$ cat config.mk
export PLATFORM = sky130hd
export DESIGN_NAME = op_point_selector
export DESIGN_NICKNAME = d
export VERILOG_FILES = /design/src/rtl/opsel_pkg.sv /design/src/rtl/opsel_tables.sv /design/src/rtl/opsel_bin_map.sv /design/src/rtl/opsel_bound.sv /design/src/rtl/op_point_selector.sv
export SDC_FILE = /design/constraint.sdc
export NUM_CORES = 2
export LEC_CHECK = 0
export BUFFER_PORTS_ARGS = -buffer_cell sky130_fd_sc_hd__buf_2
export CORE_ASPECT_RATIO = 0.9
export CORE_UTILIZATION = 25
export CTS_BUF_LIST = sky130_fd_sc_hd__clkbuf_16
export DETAILED_ROUTE_END_ITERATION = 7
export PLACE_DENSITY = 0.51
export SLEW_MARGIN = 40
export SYNTH_ARGS = -nofsm -noshare
export SYNTH_HDL_FRONTEND = slang
export SYNTH_SLANG_ARGS = --single-unit
$ cat constraint.sdc
create_clock -name clk -period 9.7 [get_ports clk]
set_clock_uncertainty 0.15 [all_clocks]
set_input_delay 0.485 -clock clk [delete_from_list [all_inputs] [get_ports clk]]
set_output_delay 0.485 -clock clk [all_outputs]
set_load 0.01 [all_outputs]
$ cat src/rtl/opsel_pkg.sv
package opsel_pkg;
    parameter int TEMP_W  = 7;
    parameter int NBINS   = 8;
    parameter int NCAND   = 8;
    parameter int VAL_W   = 16;
    parameter int SIG_W   = 8;
    parameter int CODE_W  = 4;
    parameter int EPOCH_W = 16;

    localparam int BIN_W   = $clog2(NBINS);
    localparam int IDX_W   = $clog2(NCAND);
    localparam int WR_W    = 2 * VAL_W + 2 * CODE_W;
    localparam int SIG_LSB = 8;

    typedef struct packed {
        logic [CODE_W-1:0] vth;
        logic [CODE_W-1:0] vdd;
        logic [VAL_W-1:0]  energy;
        logic [VAL_W-1:0]  delay;
    } pair_ent_t;

    typedef enum logic [1:0] {
        WK_CAND  = 2'd0,
        WK_NOM   = 2'd1,
        WK_BIN   = 2'd2,
        WK_EPOCH = 2'd3
    } wr_kind_e;

    typedef enum logic [2:0] {
        ST_IDLE,
        ST_SETUP,
        ST_SCAN,
        ST_PICK,
        ST_PRESENT
    } sel_state_e;
endpackage

$ cat src/rtl/opsel_tables.sv
module opsel_tables
    import opsel_pkg::*;
#(
    parameter logic [CODE_W-1:0]  NOM_VDD   = 4'd9,
    parameter logic [CODE_W-1:0]  NOM_VTH   = 4'd3,
    parameter logic [EPOCH_W-1:0] DEF_EPOCH = 16'd1000
) (
    input  logic                          clk,
    input  logic                          rst_n,
    input  logic                          wr_en,
    input  logic [1:0]                    wr_kind,
    input  logic [BIN_W-1:0]              wr_bin,
    input  logic [IDX_W-1:0]              wr_idx,
    input  logic [WR_W-1:0]               wr_data,
    input  logic [BIN_W-1:0]              rd_bin,
    input  logic [IDX_W-1:0]              rd_idx,
    output pair_ent_t                     cand_rd,
    output pair_ent_t                     nom_rd,
    output logic [SIG_W-1:0]              sig_rd,
    output logic [NBINS-1:0][TEMP_W-1:0]  thr_o,
    output logic [EPOCH_W-1:0]            epoch_len_o
);
    localparam int THR_STEP = (1 << TEMP_W) / NBINS;

    pair_ent_t                    cand_d [NBINS][NCAND];
    pair_ent_t                    cand_q [NBINS][NCAND];
    pair_ent_t                    nom_d  [NBINS];
    pair_ent_t                    nom_q  [NBINS];
    logic [NBINS-1:0][TEMP_W-1:0] thr_d, thr_q;
    logic [NBINS-1:0][SIG_W-1:0]  sig_d, sig_q;
    logic [EPOCH_W-1:0]           epoch_d, epoch_q;

    wr_kind_e kind;
    assign kind = wr_kind_e'(wr_kind);

    always_comb begin
        cand_d  = cand_q;
        nom_d   = nom_q;
        thr_d   = thr_q;
        sig_d   = sig_q;
        epoch_d = epoch_q;
        if (wr_en) begin
            case (kind)
                WK_CAND:  cand_d[wr_bin][wr_idx] = pair_ent_t'(wr_data);
                WK_NOM:   nom_d[wr_bin] = pair_ent_t'(wr_data);
                WK_BIN: begin
                    thr_d[wr_bin] = wr_data[TEMP_W-1:0];
                    sig_d[wr_bin] = wr_data[SIG_LSB+SIG_W-1:SIG_LSB];
                end
                default:  epoch_d = wr_data[EPOCH_W-1:0];
            endcase
        end
    end

    always_ff @(posedge clk or negedge rst_n) begin
        if (!rst_n) begin
            for (int b = 0; b < NBINS; b++) begin
                for (int i = 0; i < NCAND; i++) begin
                    cand_q[b][i] <= '0;
                end
                nom_q[b] <= '{vth: NOM_VTH, vdd: NOM_VDD, energy: '0, delay: '0};
                thr_q[b] <= TEMP_W'(b * THR_STEP);
                sig_q[b] <= '0;
            end
            epoch_q <= DEF_EPOCH;
        end else begin
            cand_q  <= cand_d;
            nom_q   <= nom_d;
            thr_q   <= thr_d;
            sig_q   <= sig_d;
            epoch_q <= epoch_d;
        end
    end

    assign cand_rd     = cand_q[rd_bin][rd_idx];
    assign nom_rd      = nom_q[rd_bin];
    assign sig_rd      = sig_q[rd_bin];
    assign thr_o       = thr_q;
    assign epoch_len_o = epoch_q;
endmodule

$ cat src/rtl/opsel_bin_map.sv
module opsel_bin_map
    import opsel_pkg::*;
(
    input  logic [TEMP_W-1:0]             temp,
    input  logic [NBINS-1:0][TEMP_W-1:0]  thr,
    output logic [BIN_W-1:0]              bin
);
    logic [NBINS-1:0] at_or_above;

    generate
        for (genvar g = 0; g < NBINS; g++) begin : g_cmp
            if (g == 0) begin : g_floor
                assign at_or_above[g] = 1'b1;
            end else begin : g_thr
                assign at_or_above[g] = (temp >= thr[g]);
            end
        end
    endgenerate

    always_comb begin
        bin = '0;
        for (int b = 1; b < NBINS; b++) begin
            if (at_or_above[b]) bin = BIN_W'(b);
        end
    end
endmodule

$ cat src/rtl/opsel_bound.sv
module opsel_bound
    import opsel_pkg::*;
(
    input  logic [VAL_W-1:0] nom_delay,
    input  logic [SIG_W-1:0] sigma,
    output logic [VAL_W-1:0] bound
);
    logic [VAL_W+SIG_W-1:0] prod;
    logic [VAL_W-1:0]       inc;
    logic [VAL_W:0]         sum;

    always_comb begin
        prod  = VAL_W'(nom_delay) * SIG_W'(sigma);
        inc   = prod[VAL_W+SIG_W-1:SIG_W];
        sum   = {1'b0, nom_delay} + {1'b0, inc};
        bound = sum[VAL_W] ? {VAL_W{1'b1}} : sum[VAL_W-1:0];
    end
endmodule

$ cat src/rtl/op_point_selector.sv
module op_point_selector
    import opsel_pkg::*;
#(
    parameter logic [CODE_W-1:0]  NOM_VDD   = 4'd9,
    parameter logic [CODE_W-1:0]  NOM_VTH   = 4'd3,
    parameter logic [EPOCH_W-1:0] DEF_EPOCH = 16'd1000
) (
    input  logic               clk,
    input  logic               rst_n,
    input  logic [TEMP_W-1:0]  temp_code,
    input  logic               wr_en,
    input  logic [1:0]         wr_kind,
    input  logic [BIN_W-1:0]   wr_bin,
    input  logic [IDX_W-1:0]   wr_idx,
    input  logic [WR_W-1:0]    wr_data,
    input  logic               op_ack,
    output logic               op_valid,
    output logic [CODE_W-1:0]  op_vdd,
    output logic [CODE_W-1:0]  op_vth
);
    typedef struct packed {
        sel_state_e         state;
        logic [EPOCH_W-1:0] cnt;
        logic [BIN_W-1:0]   bin;
        logic [IDX_W-1:0]   idx;
        logic [VAL_W-1:0]   bound;
        logic               have;
        logic [VAL_W-1:0]   best_e;
        logic [CODE_W-1:0]  best_vdd;
        logic [CODE_W-1:0]  best_vth;
        logic               valid;
        logic [CODE_W-1:0]  out_vdd;
        logic [CODE_W-1:0]  out_vth;
    } sel_t;

    sel_t s_d, s_q;

    pair_ent_t                    cand_rd, nom_rd;
    logic [SIG_W-1:0]             sig_rd;
    logic [NBINS-1:0][TEMP_W-1:0] thr;
    logic [EPOCH_W-1:0]           epoch_len;
    logic [BIN_W-1:0]             bin_now;
    logic [VAL_W-1:0]             bound_w;
    logic [EPOCH_W-1:0]           epoch_last;

    opsel_tables #(
        .NOM_VDD  (NOM_VDD),
        .NOM_VTH  (NOM_VTH),
        .DEF_EPOCH(DEF_EPOCH)
    ) u_tables (
        .clk        (clk),
        .rst_n      (rst_n),
        .wr_en      (wr_en),
        .wr_kind    (wr_kind),
        .wr_bin     (wr_bin),
        .wr_idx     (wr_idx),
        .wr_data    (wr_data),
        .rd_bin     (s_q.bin),
        .rd_idx     (s_q.idx),
        .cand_rd    (cand_rd),
        .nom_rd     (nom_rd),
        .sig_rd     (sig_rd),
        .thr_o      (thr),
        .epoch_len_o(epoch_len)
    );

    opsel_bin_map u_bin_map (
        .temp(temp_code),
        .thr (thr),
        .bin (bin_now)
    );

    opsel_bound u_bound (
        .nom_delay(nom_rd.delay),
        .sigma    (sig_rd),
        .bound    (bound_w)
    );

    assign epoch_last = (epoch_len == '0) ? '0 : epoch_len - 1'b1;

    always_comb begin
        s_d = s_q;
        case (s_q.state)
            ST_IDLE: begin
                if (s_q.cnt >= epoch_last) begin
                    s_d.cnt   = '0;
                    s_d.bin   = bin_now;
                    s_d.state = ST_SETUP;
                end else begin
                    s_d.cnt = s_q.cnt + 1'b1;
                end
            end
            ST_SETUP: begin
                s_d.bound  = bound_w;
                s_d.idx    = '0;
                s_d.have   = 1'b0;
                s_d.best_e = '1;
                s_d.state  = ST_SCAN;
            end
            ST_SCAN: begin
                if (cand_rd.delay > s_q.bound) begin
                    s_d.state = ST_PICK;
                end else begin
                    if (!s_q.have || (cand_rd.energy < s_q.best_e)) begin
                        s_d.have     = 1'b1;
                        s_d.best_e   = cand_rd.energy;
                        s_d.best_vdd = cand_rd.vdd;
                        s_d.best_vth = cand_rd.vth;
                    end
                    if (s_q.idx == IDX_W'(NCAND - 1)) begin
                        s_d.state = ST_PICK;
                    end else begin
                        s_d.idx = s_q.idx + 1'b1;
                    end
                end
            end
            ST_PICK: begin
                s_d.valid   = 1'b1;
                s_d.out_vdd = s_q.have ? s_q.best_vdd : nom_rd.vdd;
                s_d.out_vth = s_q.have ? s_q.best_vth : nom_rd.vth;
                s_d.state   = ST_PRESENT;
            end
            default: begin
                if (op_ack) begin
                    s_d.valid = 1'b0;
                    s_d.cnt   = '0;
                    s_d.state = ST_IDLE;
                end
            end
        endcase
    end

    always_ff @(posedge clk or negedge rst_n) begin
        if (!rst_n) begin
            s_q         <= '0;
            s_q.state   <= ST_IDLE;
            s_q.out_vdd <= NOM_VDD;
            s_q.out_vth <= NOM_VTH;
        end else begin
            s_q <= s_d;
        end
    end

    assign op_valid = s_q.valid;
    assign op_vdd   = s_q.out_vdd;
    assign op_vth   = s_q.out_vth;

    // Checker-side cycle count of a decision in flight (SETUP, SCAN, PICK).
    logic [7:0] busy_q;
    always_ff @(posedge clk or negedge rst_n) begin
        if (!rst_n) begin
            busy_q <= '0;
        end else if (s_q.state == ST_SETUP || s_q.state == ST_SCAN || s_q.state == ST_PICK) begin
            busy_q <= busy_q + 1'b1;
        end else begin
            busy_q <= '0;
        end
    end

    a_r9_valid_hold: assert property (@(posedge clk) disable iff (!rst_n)
        (op_valid && !op_ack) |=> (op_valid && $stable(op_vdd) && $stable(op_vth)));

    a_r9_ack_drop: assert property (@(posedge clk) disable iff (!rst_n)
        (op_valid && op_ack) |=> !op_valid);

    a_r3_codes_change_on_result: assert property (@(posedge clk) disable iff (!rst_n)
        !$stable({op_vdd, op_vth}) |-> $rose(op_valid));

    a_r4_bound_not_below_nominal: assert property (@(posedge clk) disable iff (!rst_n)
        (s_q.state == ST_SCAN) |-> (s_q.bound >= nom_rd.delay));

    a_r11_scan_bounded: assert property (@(posedge clk) disable iff (!rst_n)
        busy_q <= 8'(NCAND + 2));
endmodule

After elaboration in Yosys (flattened, before gate mapping)
Cells that the tools add are included.
{"block": "op_classes", "eq_ne": 11, "n_bitwise": 8, "reduce_logical": 26, "mul": 1, "magnitude_cmp": 19, "n_addsub": 4, "mux": 51}
{"operator": "$bwmux 2560", "n": 1}
{"operator": "$bmux 320 s3", "n": 1}
{"operator": "$demux 320 s3", "n": 1}
{"operator": "$mux 320", "n": 3}
{"operator": "$bwmux 320", "n": 1}
{"operator": "$bmux 40 s3", "n": 2}
{"operator": "$demux 40 s3", "n": 2}
{"operator": "$mux 40", "n": 6}
{"operator": "$bwmux 64", "n": 1}
{"operator": "$bwmux 56", "n": 1}
{"operator": "$mux 25", "n": 2}
{"operator": "$ge 7x7->1", "n": 7}
{"operator": "$mux 16", "n": 3}
{"operator": "$pmux 17 s2", "n": 1}
{"operator": "$pmux 16 s2", "n": 1}
{"operator": "$mux 3", "n": 9}
{"operator": "$bmux 8 s3", "n": 1}
{"operator": "$demux 8 s3", "n": 1}
{"operator": "$mul 16x8->24", "n": 1}
{"operator": "$demux 7 s3", "n": 1}
{"operator": "$mux 19", "n": 1}
{"operator": "$add 16x16->17", "n": 1}
{"operator": "$add 16x1->16 const B", "n": 1}
{"operator": "$ge 16x16->1", "n": 1}
{"operator": "other kinds (36)", "n": 70}
{"block": "totals", "regBits": 3091, "word_cells": 437, "input_bits": 59, "out_inout_bits": 9}

Depth between registers and ports, before layout
{"block": "depth", "ltp_word": 12, "depth_mapped": 39, "ltp_nobuf": 29}

By module
Synthesis repeated with hierarchy kept, for this count alone.
{"block": "hier_totals", "cells_unflattened": 9740, "area_unflattened_um2": 146005.0}
{"module": "opsel_tables", "area_each_um2": 135222.2, "seq_area_each_um2": 75534.9, "cells_per_inst": 8504, "instances": 1}
{"module": "op_point_selector", "area_each_um2": 4829.6, "seq_area_each_um2": 1881.8, "cells_per_inst": 517, "instances": 1}
{"module": "opsel_bound", "area_each_um2": 4717.0, "seq_area_each_um2": 0.0, "cells_per_inst": 560, "instances": 1}
{"module": "opsel_bin_map", "area_each_um2": 1236.2, "seq_area_each_um2": 0.0, "cells_per_inst": 159, "instances": 1}

Worst setup path before layout
No wires, ideal clock.
{"block": "synth_path", "path_kind": "reg2reg", "startpoint": "reg s_q[53] (netlist bit)", "endpoint": "reg s_q[40] (netlist bit)", "t_required_ns": 9.413, "stages_incl_launch_ff": 39, "period_less_slack_ns": 9.417, "path_buffers": 10, "slack_ns": 0.283, "t_arrival_ns": 9.129, "setup_ns": 0.137, "cell_sequence": "dfrtp_1 -> buf_4 -> buf_6 -> buf_2 -> buf_4 -> buf_4 -> buf_2 -> buf_2 -> buf_2 -> mux4_2 -> mux2i_1 -> clkbuf_1 -> nor2_1 -> fa_1 -> fa_1 -> inv_1 -> fa_1 -> inv_1 -> [... 3 more ...] -> nand3_1 -> o22ai_1 -> nand2_1 -> nand2_1 -> a21oi_1 -> xnor2_1 -> ha_1 -> fa_1 -> a21o_1 -> a21oi_1 -> nor2b_1 -> o41ai_1 -> o31ai_1 -> o41a_1 -> nand4_1 -> nand4b_1 -> clkbuf_1 -> a2bb2oi_1"}
{"block": "synth_between", "elab_chain_len": 7, "elab_cells_between_ends": 9, "classes_between": "add/sub (1); mul (1); mux (6); bitwise (1)"}
{"item": "start: declaration", "line": "op_point_selector.sv:36", "text": "sel_t s_d, s_q;"}
{"item": "$not 3->4 (implied by the code)", "line": "opsel_tables.sv:76", "text": "assign nom_rd = nom_q[rd_bin];"}
{"item": "$bmux 40 s3", "line": "opsel_tables.sv:76"}
{"item": "$mux 40 (implied by the code) (2 in a row)", "line": "opsel_tables.sv:76"}
{"item": "$mul 16x8->24", "line": "opsel_bound.sv:13", "text": "prod = VAL_W'(nom_delay) * SIG_W'(sigma);"}
{"item": "$add 16x16->17 *", "line": "opsel_bound.sv:15", "text": "sum = {1'b0, nom_delay} + {1'b0, inc};"}
{"item": "$mux 16 *", "line": "opsel_bound.sv:16", "text": "bound = sum[VAL_W] ? {VAL_W{1'b1}} : sum[VAL_W-1:0];"}
Every way passes the cells marked *; elsewhere a longest branch is shown, timed or not. The select of a mux whose other input is x is not followed.
A chain may end at the register's enable or synchronous reset.

Worst setup path in the final report
{"block": "layout_path", "startpoint": "reg s_q[53] (netlist bit)", "endpoint": "reg s_q[41] (netlist bit)"}
The elaborated chain is that of the path after synthesis.

==> results.cfg <==
[worst_setup_path]
critPathKind = flop to flop
crit_fanout = 18
crit_path_end_kind = flop
crit_path_frequent_cell = fa_1
required_ns = 10.32
cp_data_arrival_time_ns = 9.49
cp-start-kind = flop
slowest_delay_ns = 0.70
slowest_stage = dfrtp_4

[placement]
port_buffers = 67
routabilityCongestion = 0.808
dpl.hpwl_mm = 251

[power_and_ir_drop]
power_leakage_nw = 75.0
power.density_nw_per_um2 = 196
p_sw_mw = 8.82
switching_share = 0.283
power_mw = 31.2
pwr-share-comb = 0.168
p_int_mw = 22.4
seq_power_share = 0.444
p_clk_frac = 0.388
peakVddDrop_v = 0.000199

[yosys]
syn_area_um2 = 139000
yosys_warnings = 0
synth_cell_types = 65
syn-num-nets = 9197
syn_avg_cell_area_um2 = 15.6
ys_seq_area_frac = 0.533
yosys_most_used_dff = dfrtp_1
async_reset_ff_frac = 1.00
synth_edf_count = 0
synth-seq-cells = 2956
syn_inst = 8897

[global_routing]
grt_pass1_vias = 86200
grt_max_degree = 173
grt_pass1_wl_mm = 623
overflow = 0
antenna_found_initial = 35
grt_usage = 0.150

[clock_network]
insertion_delay_ns = 0.98
clkTransAtPathRegs_ns = 0.06
cts_tree = built
cts_num_sinks = 2956
clockBufferDepth = 4
cts_buffers = 329
cts_root_buf = clkbuf_16
htree_levels = 5

[worst_hold_path]
hp-class = primary input to flop

[sta]
rsz0062_at_grt = no
slew_viol_final = 0
post-route-min-period_ns = 8.87
timing.setup.tns_ns = 0
fin_hold_ws_ns = 0.00581
hold_viol_final = 0
fmax_mhz = 113
setup_violations = 0
max_slew_margin = 0.401
finalCritPeriodShare = 0.914
tightest_slew_ns = 0.895

[route]
via_per_inst = 4.82
routed_wl_mm = 425
dr.pass1.iters = 8
drc_errors = 2
routedWlPerCell_um = 26.0
dr.first_iter.drc_count = 5086
ant_nets = 0
vias = 78700

[flow_run]
cap_violations = 0

[floorplanning]
die_h_um = 709
ioPinCount = 68
die_area_um2 = 559000
core_area_um2 = 553000
initial_core_util = 0.251
fp-row-count = 259
die_x_um = 788

[finish]
syn_to_final_growth_pct = 14.7
drive_gt1_frac = 0.520
fin_nets = 9017

[status]
status = finished with violations
violations = design-rule violations
power by group through the flow:
stage / Sequential (mW) / Combinational (mW) / Clock [mW]
6_report: 13.9 / 5.25 / 12.1
2_1_floorplan: 13.8 / 3.60 / 0
3_5_place_dp: 14.1 / 5.22 / 0
5_1_grt: 14.0 / 5.72 / 12.9
3_3_place_gp: 14.0 / 5.07 / 0
4_1_cts: 13.9 / 5.26 / 12.4
final timing paths:
kind / from / to / slack [ns] / cells past startpoint
worst min-delay path: wr_data[39] / u_tables.cand_q[1759]$_DFFE_PN0P_ / 0.006 / 3
worst max-delay path: s_q[53]$_DFFE_PN0P_ / s_q[41]$_DFFE_PN0P_ / 0.83 / 31
max in group asynchronous: rst_n / u_tables.cand_q[709]$_DFFE_PN0P_ / 7.39 / 6
worst min register to register: op_vdd[3]$_DFFE_PN1P_ / op_vdd[3]$_DFFE_PN1P_ / 0.34 / 2
min in group asynchronous: rst_n / s_q[52]$_DFFE_PN0P_ / 0.17 / 3
worst max register to register: s_q[53]$_DFFE_PN0P_ / s_q[41]$_DFFE_PN0P_ / 0.83 / 31
layout by cell type, fill, tap and decap left out, types with 16 or more instances in the layout:
cell,Yosys,routed
xor2_1,17,17
dlygate4sd3_1,0,24
and3_1,16,16
bufinv_16,0,20
fa_1,84,84
clkinv_2,0,44
o21ai_0,86,84
buf_16,0,20
mux2i_1,31,31
dfrtp_1,2902,2896
clkbuf_16,0,333
clkinv_1,0,90
nand2b_1,24,24
buf_4,12,162
nor3_1,20,16
diode_2,0,39
buf_2,34,49
o211ai_1,19,19
nand2_4,0,45
mux2_2,2861,2861
buf_12,0,31
nor2_4,0,24
dfstp_2,54,54
a21oi_1,63,63
buf_6,1,53
xnor2_1,23,23
a21o_1,46,46
nor2_1,160,127
nand3_1,23,20
ha_1,157,157
mux4_2,895,895
inv_1,183,259
nand2_1,229,181
through the flow:
stage	setup slack [ns]	util	cell area [um^2]	std cells
after detailed placement	0.309	0.268	148000	15700
final	0.832	0.288	159000	16300
after CTS	0.291	0.287	159000	16300
after global placement	0.283	0.267	148000	15600
after global routing	0.425	0.288	159000	16300
after floorplan	0.283	-	139000	8897
synthesized netlist by cell type (all sizes together) (4+ instances only):
master      n  area share
dfrtp    2902        0.52
mux2     2861        0.23
mux4      895        0.15
clkbuf    723       0.020
nand2     229      0.0062
inv       183      0.0049
nor2      160      0.0043
ha        157       0.014
buf       137      0.0044
o21ai      86      0.0031
fa         84       0.012
a21oi      63      0.0023
dfstp      54       0.010
a21o       46      0.0025
mux2i      31      0.0022
nand2b     24      0.0011
nand3      23     0.00083
xnor2      23      0.0014
nor3       21     0.00084
o211ai     19      0.0010
xor2       17      0.0011
and3       16     0.00072
a2bb2oi    15     0.00095
o21a       14     0.00076
nor3b      11     0.00059
o311ai     10     0.00063
or2         8     0.00036
nand4       7     0.00032
nor2b       7     0.00032
nor4        6     0.00027
and2        5     0.00023
nand3b      5     0.00027
o2111ai     4     0.00025
o22ai       4     0.00018
o31ai       4     0.00022
or3         4     0.00018
kinds of logic after synthesis:
family / count (synthesis) / synth area share
compound gates: 296 / 0.0138
xor+xnor: 40 / 0.00252
fa+ha+maj: 241 / 0.0262
buf+inv: 1043 / 0.0288
flops: 2956 / 0.533
mux: 3787 / 0.379
simple gates: 534 / 0.0170
sequential cells by signal, summed over array words and instances, names as in the netlist:
name and count:
u_tables.cand_q 2560, u_tables.epoch_len_o 16, u_tables.nom_q 192, u_tables.sig_q 64, op_valid 1, op_vth 4
u_tables.thr_o 49, op_vdd 4, s_q 66
critical path: cells and delay by family, from the launching register on:
family,cells,cell delay [ns]
mux,2,0.73
xor+xnor,1,0.14
flops,1,0.70
buf+inv,5,0.86
fa+ha+maj,7,2.91
compound gates,8,2.22
simple gates,8,0.99
routing by layer:
layer / share of wire / routed length [um] / track usage / up-vias
li1: - / - / - / 32500
met1: 0.44 / 186000 / 0.200 / 43800
met2: 0.48 / 205000 / 0.251 / 1704
met3: 0.045 / 18900 / 0.0226 / 703
met4: 0.034 / 14300 / 0.0475 / 14
met5: 0.0012 / 511 / 0 / -
cell type report:
cell class / count / area, um^2
tap: 7308 / 9140
antenna: 39 / 97.6
clock inverter: 262 / 1940
timing repair buffer: 349 / 3620
multi-input combinational: 4898 / 61600
fill: 54700 / 394000
inverter: 183 / 687
sequential: 2956 / 74100
clock buffer: 333 / 8330
timing repair:
action,in CTS,in global routing
gates resized for setup,0,0
hold buffers,24,1
hold endpoints to repair,1842,7
setup buffers,0,3
setup endpoints to repair,0,15
Note: power is estimated with default switching activity, not from simulation.
